## src/rtl/msgbus_pkg.sv

```systemverilog
package msgbus_pkg;
  localparam int WORD_W = 32;
  localparam int ID_W   = 8;
  localparam int LEN_W  = 16;

  typedef enum logic [1:0] {
    ST_IDLE = 2'd0,
    ST_HDR  = 2'd1,
    ST_PAY  = 2'd2
  } bus_state_e;

  function automatic logic [ID_W-1:0] hdr_target(input logic [WORD_W-1:0] w);
    return w[31:24];
  endfunction

  function automatic logic [LEN_W-1:0] hdr_length(input logic [WORD_W-1:0] w);
    return w[15:0];
  endfunction
endpackage

```

## src/rtl/msgbus_rr_arb.sv

```systemverilog
module msgbus_rr_arb #(
  parameter int N_PORTS = 3,
  parameter int IDX_W   = (N_PORTS > 1) ? $clog2(N_PORTS) : 1
) (
  input  logic             clk,
  input  logic             rst_n,
  input  logic [N_PORTS-1:0] req,
  input  logic             take,
  output logic             gnt_any,
  output logic [IDX_W-1:0] gnt_pick
);
  logic [IDX_W-1:0] last_q;

  // search starts one past the last winner and wraps
  always_comb begin
    gnt_any  = 1'b0;
    gnt_pick = '0;
    for (int off = 1; off <= N_PORTS; off++) begin
      int cand;
      cand = int'(last_q) + off;
      if (cand >= N_PORTS) cand = cand - N_PORTS;
      if (!gnt_any && req[cand]) begin
        gnt_any  = 1'b1;
        gnt_pick = IDX_W'(cand);
      end
    end
  end

  always_ff @(posedge clk or negedge rst_n) begin
    if (!rst_n)    last_q <= IDX_W'(N_PORTS - 1);
    else if (take) last_q <= gnt_pick;
  end
endmodule

```

## src/rtl/msgbus_rx_fifo.sv

```systemverilog
module msgbus_rx_fifo #(
  parameter int W     = 32,
  parameter int DEPTH = 16
) (
  input  logic         clk,
  input  logic         rst_n,
  input  logic         wr_en,
  input  logic [W-1:0] wr_data,
  output logic         full,
  output logic         rd_valid,
  output logic [W-1:0] rd_data,
  input  logic         rd_ready
);
  localparam int AW = (DEPTH > 1) ? $clog2(DEPTH) : 1;
  localparam int CW = AW + 1;

  logic [W-1:0]  mem [DEPTH];
  logic [AW-1:0] wr_ptr, rd_ptr;
  logic [CW-1:0] count;
  logic          do_wr, do_rd;

  assign full     = (count == CW'(DEPTH));
  assign rd_valid = (count != '0);
  assign rd_data  = mem[rd_ptr];
  assign do_wr    = wr_en && !full;
  assign do_rd    = rd_valid && rd_ready;

  always_ff @(posedge clk) begin
    if (do_wr) mem[wr_ptr] <= wr_data;
  end

  always_ff @(posedge clk or negedge rst_n) begin
    if (!rst_n) begin
      wr_ptr <= '0;
      rd_ptr <= '0;
      count  <= '0;
    end else begin
      if (do_wr) wr_ptr <= (wr_ptr == AW'(DEPTH - 1)) ? '0 : wr_ptr + 1'b1;
      if (do_rd) rd_ptr <= (rd_ptr == AW'(DEPTH - 1)) ? '0 : rd_ptr + 1'b1;
      case ({do_wr, do_rd})
        2'b10:   count <= count + 1'b1;
        2'b01:   count <= count - 1'b1;
        default: count <= count;
      endcase
    end
  end
endmodule

```

## src/rtl/msgbus_xfer_ctrl.sv

```systemverilog
module msgbus_xfer_ctrl
  import msgbus_pkg::*;
#(
  parameter int N_PORTS = 3,
  parameter int IDX_W   = (N_PORTS > 1) ? $clog2(N_PORTS) : 1
) (
  input  logic               clk,
  input  logic               rst_n,
  input  logic [N_PORTS-1:0] tx_valid,
  input  logic               gnt_any,
  input  logic [IDX_W-1:0]   gnt_pick,
  input  logic [ID_W-1:0]    hdr_tgt,
  input  logic [LEN_W-1:0]   hdr_len,
  input  logic [N_PORTS-1:0] tgt_full,
  output logic [N_PORTS-1:0] tx_ready,
  output logic               arb_take,
  output logic [IDX_W-1:0]   owner,
  output logic [N_PORTS-1:0] wr_en,
  output logic               err_flag
);
  bus_state_e        state_q;
  logic [IDX_W-1:0]  owner_q;
  logic [ID_W-1:0]   tgt_q;
  logic              drop_q;
  logic [LEN_W-1:0]  rem_q;
  logic              err_q;

  logic              in_hdr, hdr_unknown, cur_drop, space, beat_ok, fire;
  logic [ID_W-1:0]   cur_tgt;

  assign in_hdr      = (state_q == ST_HDR);
  assign hdr_unknown = (hdr_tgt >= ID_W'(N_PORTS));
  assign cur_tgt     = in_hdr ? hdr_tgt : tgt_q;
  assign cur_drop    = in_hdr ? hdr_unknown : drop_q;

  always_comb begin
    space = cur_drop;
    for (int i = 0; i < N_PORTS; i++) begin
      if (cur_tgt == ID_W'(i) && !tgt_full[i]) space = 1'b1;
    end
  end

  assign beat_ok  = (state_q != ST_IDLE) && space;
  assign fire     = beat_ok && tx_valid[owner_q];
  assign arb_take = (state_q == ST_IDLE) && gnt_any;
  assign owner    = owner_q;
  assign err_flag = err_q;

  always_comb begin
    tx_ready = '0;
    if (beat_ok) tx_ready[owner_q] = 1'b1;
  end

  always_comb begin
    for (int i = 0; i < N_PORTS; i++) begin
      wr_en[i] = fire && !cur_drop && (cur_tgt == ID_W'(i));
    end
  end

  always_ff @(posedge clk or negedge rst_n) begin
    if (!rst_n) begin
      state_q <= ST_IDLE;
      owner_q <= '0;
      tgt_q   <= '0;
      drop_q  <= 1'b0;
      rem_q   <= '0;
      err_q   <= 1'b0;
    end else begin
      case (state_q)
        ST_IDLE: begin
          if (gnt_any) begin
            owner_q <= gnt_pick;
            state_q <= ST_HDR;
          end
        end
        ST_HDR: begin
          if (fire) begin
            tgt_q   <= hdr_tgt;
            drop_q  <= hdr_unknown;
            rem_q   <= hdr_len;
            if (hdr_unknown) err_q <= 1'b1;
            state_q <= (hdr_len == '0) ? ST_IDLE : ST_PAY;
          end
        end
        ST_PAY: begin
          if (fire) begin
            rem_q <= rem_q - 1'b1;
            if (rem_q == LEN_W'(1)) state_q <= ST_IDLE;
          end
        end
        default: state_q <= ST_IDLE;
      endcase
    end
  end
endmodule

```

## src/rtl/msgbus_fabric.sv

```systemverilog
module msgbus_fabric
  import msgbus_pkg::*;
#(
  parameter int N_PORTS    = 3,
  parameter int FIFO_DEPTH = 16,
  parameter int CPU_PORT   = 0
) (
  input  logic                      clk,
  input  logic                      rst_n,
  input  logic [N_PORTS-1:0]        tx_valid,
  input  logic [N_PORTS*WORD_W-1:0] tx_data,
  output logic [N_PORTS-1:0]        tx_ready,
  output logic [N_PORTS-1:0]        rx_valid,
  output logic [N_PORTS*WORD_W-1:0] rx_data,
  input  logic [N_PORTS-1:0]        rx_ready,
  output logic                      irq,
  output logic                      err_unknown_tgt
);
  localparam int IDX_W = (N_PORTS > 1) ? $clog2(N_PORTS) : 1;

  logic               gnt_any, arb_take;
  logic [IDX_W-1:0]   gnt_pick, owner;
  logic [WORD_W-1:0]  sel_word;
  logic [N_PORTS-1:0] wr_en, tgt_full;

  msgbus_rr_arb #(.N_PORTS(N_PORTS), .IDX_W(IDX_W)) u_arb (
    .clk      (clk),
    .rst_n    (rst_n),
    .req      (tx_valid),
    .take     (arb_take),
    .gnt_any  (gnt_any),
    .gnt_pick (gnt_pick)
  );

  always_comb begin
    sel_word = '0;
    for (int i = 0; i < N_PORTS; i++) begin
      if (owner == IDX_W'(i)) sel_word = tx_data[i*WORD_W +: WORD_W];
    end
  end

  msgbus_xfer_ctrl #(.N_PORTS(N_PORTS), .IDX_W(IDX_W)) u_ctrl (
    .clk      (clk),
    .rst_n    (rst_n),
    .tx_valid (tx_valid),
    .gnt_any  (gnt_any),
    .gnt_pick (gnt_pick),
    .hdr_tgt  (hdr_target(sel_word)),
    .hdr_len  (hdr_length(sel_word)),
    .tgt_full (tgt_full),
    .tx_ready (tx_ready),
    .arb_take (arb_take),
    .owner    (owner),
    .wr_en    (wr_en),
    .err_flag (err_unknown_tgt)
  );

  for (genvar p = 0; p < N_PORTS; p++) begin : g_rx
    msgbus_rx_fifo #(.W(WORD_W), .DEPTH(FIFO_DEPTH)) u_fifo (
      .clk      (clk),
      .rst_n    (rst_n),
      .wr_en    (wr_en[p]),
      .wr_data  (sel_word),
      .full     (tgt_full[p]),
      .rd_valid (rx_valid[p]),
      .rd_data  (rx_data[p*WORD_W +: WORD_W]),
      .rd_ready (rx_ready[p])
    );
  end

  assign irq = rx_valid[CPU_PORT];
endmodule

```

## config.mk

```make
export PLATFORM = sky130hd
export DESIGN_NAME = msgbus_fabric
export DESIGN_NICKNAME = d
export VERILOG_FILES = /design/src/rtl/msgbus_pkg.sv /design/src/rtl/msgbus_rr_arb.sv /design/src/rtl/msgbus_rx_fifo.sv /design/src/rtl/msgbus_xfer_ctrl.sv /design/src/rtl/msgbus_fabric.sv
export SDC_FILE = /design/constraint.sdc
export NUM_CORES = 2
export LEC_CHECK = 0
export ABC_AREA = 1
export BUFFER_PORTS_ARGS = -buffer_cell sky130_fd_sc_hd__buf_2
export CORE_ASPECT_RATIO = 0.8
export CORE_MARGIN = 2
export CORE_UTILIZATION = 30
export DETAILED_ROUTE_END_ITERATION = 10
export PLACE_DENSITY = 0.53
export SYNTH_ARGS = -nofsm -noshare
export SYNTH_HDL_FRONTEND = slang
export SYNTH_SLANG_ARGS = --single-unit
```

## constraint.sdc

```tcl
create_clock -name clk -period 6.1 [get_ports clk]
set_input_delay 0.305 -clock clk [delete_from_list [all_inputs] [get_ports clk]]
set_output_delay 0.305 -clock clk [all_outputs]
set_load 0.01 [all_outputs]
```

# After elaboration in Yosys (flattened, before gate mapping)
# Memory sizes are Yosys's and may differ from the RTL's.
# Index checks and enable logic that the tools add are counted.
[classes]
addsub = 19
n_lt_le_gt_ge = 9
n_eq_ne = 26
mux = 55
n_reduce_logical = 42
[ops]
columns = ["cell", "count"]
rows = [
  ["32-bit two-way mux", 6],
  ["32-bit by 3-bit >= comparator with 1-bit output (second input constant)", 3],
  ["32-bit by 4-bit < comparator with 1-bit output (second input constant)", 3],
  ["32-bit by 3-bit subtractor with 32-bit output (second input constant)", 3],
  ["16-bit two-way mux", 2],
  ["16-bit one-hot mux with 2 select lines", 1],
  ["5-bit one-hot mux with 2 select lines", 3],
  ["4-bit by 1-bit adder with 4-bit output (second input constant)", 6],
  ["4-bit == test (second input constant)", 6],
  ["4-bit two-way mux", 6],
  ["1-bit two-way mux", 21],
  ["1-bit logical AND", 19],
  ["16-bit by 1-bit == test with 1-bit output (second input constant)", 1],
  ["16-bit logical NOT", 1],
  ["2-bit two-way mux", 8],
  ["16-bit by 1-bit subtractor with 16-bit output (second input constant)", 1],
  ["5-bit by 1-bit adder with 5-bit output (second input constant)", 3],
  ["5-bit == test (second input constant)", 3],
  ["5-bit nonzero test", 3],
  ["5-bit by 1-bit subtractor with 5-bit output (second input constant)", 3],
  ["2-bit by 1-bit == test with 1-bit output (second input constant)", 5],
  ["2-bit == test (second input constant)", 5],
  ["2-bit nonzero test", 5],
  ["1-bit binary-select mux with 2-bit select", 4],
  ["other kinds (19)", 30],
]
[totals]
regBits = 71
ram_bits = 1536
input_bits = 104
output_inout_bits = 104
mem_count = 3
[memory_table]
columns = ["name", "words", "width", "read_ports", "rd_ports_with_merged_regs", "write_ports", "line_no", "source"]
rows = [
  ["g_rx[0].u_fifo.mem", 16, 32, 1, 0, 1, "msgbus_rx_fifo.sv:17", "logic [W-1:0] mem [DEPTH];"],
  ["g_rx[1].u_fifo.mem", 16, 32, 1, 0, 1, "msgbus_rx_fifo.sv:17", ""],
  ["g_rx[2].u_fifo.mem", 16, 32, 1, 0, 1, "msgbus_rx_fifo.sv:17", ""],
]

# Longest topological paths before layout
[logic_depth]
word_depth = 17
depth_mapped = 26
ltp_nobuf = 24

# By module
# Synthesis repeated with hierarchy kept, for this count alone.
[unflattened]
hier_cells = 7452
area_unflattened_um2 = 72844.9
[by_module_without_submodules]
columns = ["mod", "instances", "cells_each", "area_per_inst_um2", "seq_area_each_um2"]
rows = [
  ["msgbus_rx_fifo (g_rx[1].u_fifo ...)", 2, 2313, 23191.0, 15700.1],
  ["msgbus_rx_fifo (g_rx[0].u_fifo)", 1, 2313, 23183.5, 15700.1],
  ["msgbus_xfer_ctrl", 1, 301, 2119.5, 750.7],
  ["msgbus_fabric", 1, 149, 789.5, 0.0],
  ["msgbus_rr_arb", 1, 63, 370.4, 51.3],
]

# Worst setup path before layout
# No wires, ideal clock.
[synth_path]
path_kind = "register to register"
from = "register u_ctrl.owner_q[1], in the netlist u_ctrl.owner[1]"
to = "memory g_rx[0].u_fifo.mem[11][0] (enable)"
arrival_ns = 4.210
required_ns = 5.679
setup_slack_ns = 1.469
stages_incl_launch_ff = 16
period_less_slack_ns = 4.631
cell_sequence = "dfrtp_1 buf_4 nand3_1 nand3_1 nor2_1 nand3_1 nand2_2 nand2_4 nor2_8 nor2_1 nand2_2 nand3_4 nor2_8 buf_12 nand3_2 nor2_1"
[synth_between]
elab_chain_len = 17
word_cells_on_any_way = 28
cone_classes = "1 x order compare; 4 x eq/ne; 12 x mux; 11 x reduce/logical"
[synth_rtl]
columns = ["element", "line_no", "source"]
rows = [
  ["from (decl)", "msgbus_xfer_ctrl.sv:22", "logic [IDX_W-1:0] owner_q;"],
  ["from (signal assigned)", "msgbus_xfer_ctrl.sv:72", "owner_q <= gnt_pick;"],
  ["2-bit logical NOT", "msgbus_fabric.sv:38", "if (owner == IDX_W'(i)) sel_word = tx_data[i*WORD_W +: WORD_W];"],
  ["32-bit two-way mux (2 in a row)", "msgbus_fabric.sv:38", ""],
  ["32-bit two-way mux (*)", "msgbus_fabric.sv:38", ""],
  ["net g_rx[0].u_fifo.wr_data[28]", "msgbus_rx_fifo.sv:8", "input logic [W-1:0] wr_data,"],
  ["parallel branches: the longest is 9 deep, another holds 8-bit by 2-bit >= comparator with 1-bit output", "--", ""],
  ["1-bit logical AND (*)", "msgbus_xfer_ctrl.sv:56", "wr_en[i] = fire && !cur_drop && (cur_tgt == ID_W'(i));"],
  ["1-bit logical AND (*)", "msgbus_rx_fifo.sv:25", "assign do_wr = wr_en && !full;"],
  ["1-bit two-way mux (*)", "msgbus_rx_fifo.sv:29", "if (do_wr) mem[wr_ptr] <= wr_data;"],
  ["1-bit two-way mux (implied by the code) (*)", "msgbus_rx_fifo.sv:29", ""],
  ["to (decl)", "msgbus_rx_fifo.sv:17", ""],
]
# Mark *: on every way through the listed nets, which the timed path passes. The select of a mux whose other input is x is not followed.

==> results.json <==
{
  "finalSetupTns_ps": 0,
  "grt_max_degree": 196,
  "ys.flop_type": "edfxtp_1",
  "drive_gt1_share_pct": 13.36,
  "synthAdderAreaFrac_pct": 0.7687,
  "drtAntennaViolNets": 0,
  "die_area_sq_um": 219700,
  "synth_top_area_share_pct": 71.19,
  "fin_skew_ps": 73.11,
  "grt_pass1_vias": 38935,
  "cellLeakagePower_nw": 25.27,
  "hold_violations": 0,
  "async_flop_share_pct": 4.359,
  "seqCellArea_sq_um": 47900,
  "synthCells": 4924,
  "htree_levels": 4,
  "status": "finished clean",
  "cts_resized": 0,
  "combPwrFrac_pct": 36.9,
  "r2r_cells": 12,
  "cts_buffer_depth": 3,
  "clkPwrFrac_pct": 25.8,
  "post_cts.repair.setup_buffers": 0,
  "syn2layout_area_growth_pct": 16.00,
  "fin_crit_sh_pct": 84.12,
  "whs_endpoint": "g_rx[2].u_fifo.rd_ptr[1]$_DFFE_PN0P_",
  "ys_seq_area_share_pct": 73.90,
  "cts-root-buf": "clkbuf_16",
  "yosys.area_share.simple_pct": 11.25,
  "critPathKind": "flop to flop",
  "startpoint_type": "flop",
  "nets": 5248,
  "dr.first_iter.drc_count": 4781,
  "synth_top_family_by_area": "simple AND/OR/NAND/NOR gates",
  "core_area_sq_um": 214500,
  "grt_overflow_total": 0,
  "min_path_type": "primary input to flop",
  "grt_pass1_wl_um": 268400,
  "peakVddDrop_mv": 0.5940,
  "drt-total-wl_um": 185100,
  "io_buffers": 207,
  "cts.clk_slew.worst_paths_ps": 70,
  "fillers": 20765,
  "seq_power_share_pct": 37.3,
  "p_sw_mw": 15.72,
  "die_x_um": 523.6,
  "route.detailed.drc": 0,
  "vias": 40903,
  "min_path_cells": 4,
  "cp.required_ps": 6500,
  "rsz0062_at_grt": "false",
  "ios": 208,
  "synth_seq_cells": 1606,
  "switching_share_pct": 40.33,
  "avgSynthCellArea_sq_um": 13.16,
  "drtPass1Iterations": 6,
  "hpwl_um": 107200,
  "min-delay-start": "rx_ready[2]",
  "rrSetupSlack_ps": 970,
  "drv_cap": 0,
  "netlist_top_cells_count": "edfxtp_1, nor2_1, nand2_1, o21ai_0, clkbuf_1",
  "synth_most_common_cell": "edfxtp_1",
  "clk-insertion-delay-late_ps": 820,
  "timing.rr.end": "g_rx[2].u_fifo.mem[6][6]$_DFFE_PP_",
  "ys_types": 47,
  "worstMarginPinSlew_ps": 1212,
  "intPower_mw": 23.26,
  "die_h_um": 419.6,
  "cts_hold_buffers": 5,
  "worstPathMaxFanout": 32,
  "synth_nets": 5066,
  "relSlewSlack_pct": 19.00,
  "tritoncts": "done",
  "synth_edf_count": 1536,
  "synth_compound_area_share_pct": 9.631,
  "synthMuxAreaShare_pct": 1.499,
  "grt.total_usage_pct": 16.50,
  "multi_input_area_sq_um": 15670,
  "clock-sinks": 1606,
  "synth_area_leaders": "edfxtp_1, nor2_1, o21ai_0",
  "drv_slew": 0,
  "cp-end-kind": "flop",
  "place_congestion": 0.8581,
  "wl_per_cell_um": 22.87,
  "final_core_util_pct": 35.03,
  "routed_via_density": 5.054,
  "powerDensity_nw_per_um2": 518.7,
  "fmax_mhz": 194.9,
  "post-route-min-period_ps": 5131,
  "synth.cell_area_sq_um": 64790,
  "rr_startpoint": "u_arb.last_q[0]$_DFFE_PN0P_",
  "ys_warn_count": 0,
  "synth_xor_area_share_pct": 0.2974,
  "setup-violations-final": 0,
  "cts_buffers": 162,
  "yosysTopAreaCell": "edfxtp_1",
  "rows": 152,
  "grt_antenna_before_repair": 9,
  "cp.arrival_ps": 5530,
  "start_util_pct": 30.20
}
[layout by cell type (no fill, tap or decap), types with 11 or more instances in the layout]
cell       count
xor2_1        15
clkbuf_1      24
nor2_1       787
o32ai_1      159
a21oi_1       92
clkinv_1      36
a31oi_1       12
buf_4        106
nor2_4        51
inv_2         11
clkbuf_16    162
clkinv_16     12
nand4_1       39
bufinv_16     14
clkinv_2      34
nand3_4       11
ha_1          35
edfxtp_1    1536
o221ai_1     125
nand3_2       26
o22ai_1       37
a221oi_1      36
buf_2        206
dfrtp_1       60
mux2i_1       97
o211ai_1      35
o21ai_0      465
nand2_1      588
inv_1        106
nand3_1      213
[power groups by stage]
stage	clock [mW]	sequential, mW	combinational [mW]
3_5_place_dp	0	14.8	14.5
6_report	10.1	14.5	14.4
2_1_floorplan	0	14.6	8.06
3_3_place_gp	0	14.8	14.4
5_1_grt	10.7	14.6	15.6
4_1_cts	10.3	14.5	14.6
[through the flow]
| stage | power (mW) | setup slack, ps | hold slack [ps] | area (sq um) | instances |
|---|---|---|---|---|---|
| after floorplan | 22.61 | 1469 | 9.409 | 64790 | 4924 |
| after global placement | 29.21 | 1114 | 212.1 | 69660 | 7786 |
| after detailed placement | 29.32 | 1019 | 213.8 | 69660 | 7786 |
| after CTS | 39.37 | 962.5 | 9.996 | 75140 | 8088 |
| after global routing | 40.88 | 573.5 | 17.50 | 75140 | 8089 |
| final | 38.98 | 969.0 | 54.86 | 75150 | 8093 |
[worst max-delay path, stage by stage, from the launching register on]
cell	delay, ps
dfrtp_1	720
inv_2	260
nand3_1	140
nand3_2	500
o21ai_1	440
nand2_1	190
nor2_8	260
nor2_1	100
nand2_2	90
nand3_4	130
nor2_8	390
nand3_1	480
nor2_4	920
[cell type report]
cell class / count / area share [%]
multi-input cells: 2882 / 20.85
diodes: 5 / 0.01665
clock inverters: 105 / 1.603
repair buffers: 327 / 2.764
flip-flops and latches: 1606 / 63.74
well taps: 2849 / 4.743
inverters: 127 / 0.6560
clock buffers: 192 / 5.624
[how the worst max path moves through the flow]
| stage | from | endpoint | slack (ps) | cells after the start |
|---|---|---|---|---|
| 5_1_grt | u_arb.last_q[0]$_DFFE_PN0P_ | g_rx[2].u_fifo.mem[6][8]$_DFFE_PP_ | 570 | 15 |
| 3_5_place_dp | u_arb.last_q[0]$_DFFE_PN0P_ | g_rx[2].u_fifo.mem[6][4]$_DFFE_PP_ | 1020 | 15 |
| 3_3_place_gp | u_arb.last_q[0]$_DFFE_PN0P_ | g_rx[2].u_fifo.mem[6][26]$_DFFE_PP_ | 1110 | 15 |
| 6_report | u_arb.last_q[0]$_DFFE_PN0P_ | g_rx[2].u_fifo.mem[6][6]$_DFFE_PP_ | 970 | 12 |
| 2_1_floorplan | u_ctrl.owner[1]$_DFFE_PN0P_ | g_rx[0].u_fifo.mem[11][0]$_DFFE_PP_ | 1470 | 15 |
| 4_1_cts | u_arb.last_q[0]$_DFFE_PN0P_ | g_rx[2].u_fifo.mem[6][3]$_DFFE_PP_ | 960 | 12 |
[registers in the layout (all words and copies together), names as in the netlist]
name                count
u_ctrl.state_q          2
u_ctrl.tgt_q            8
g_rx.u_fifo.rd_ptr     12
g_rx.u_fifo.count      15
u_ctrl.rem_q           16
u_arb.last_q            2
g_rx.u_fifo.wr_ptr     12
u_ctrl.drop_q           1
u_ctrl.owner            1
g_rx.u_fifo.mem      1536
u_ctrl.err_flag         1
[layer usage]
layer	share of wire [%]	vias to the layer above	wire [um]	track usage, %
met4	2.6	0	4901	4.893
met2	45	1457	82660	24.92
met1	46	20574	84740	23.89
met5	0	-	0	0
li1	-	18645	-	-
met3	6.9	227	12800	3.275
[cell families (layout without fill, tap and decap cells)]
family          Yosys count  in the layout
simple gates           1753           1753
flops                  1606           1606
compound gates          972            972
buf+inv                 436            751
mux                      97             97
fa+ha+maj                38             38
xor+xnor                 22             22
other cells               0              5
(Power assumes the default switching activity.)
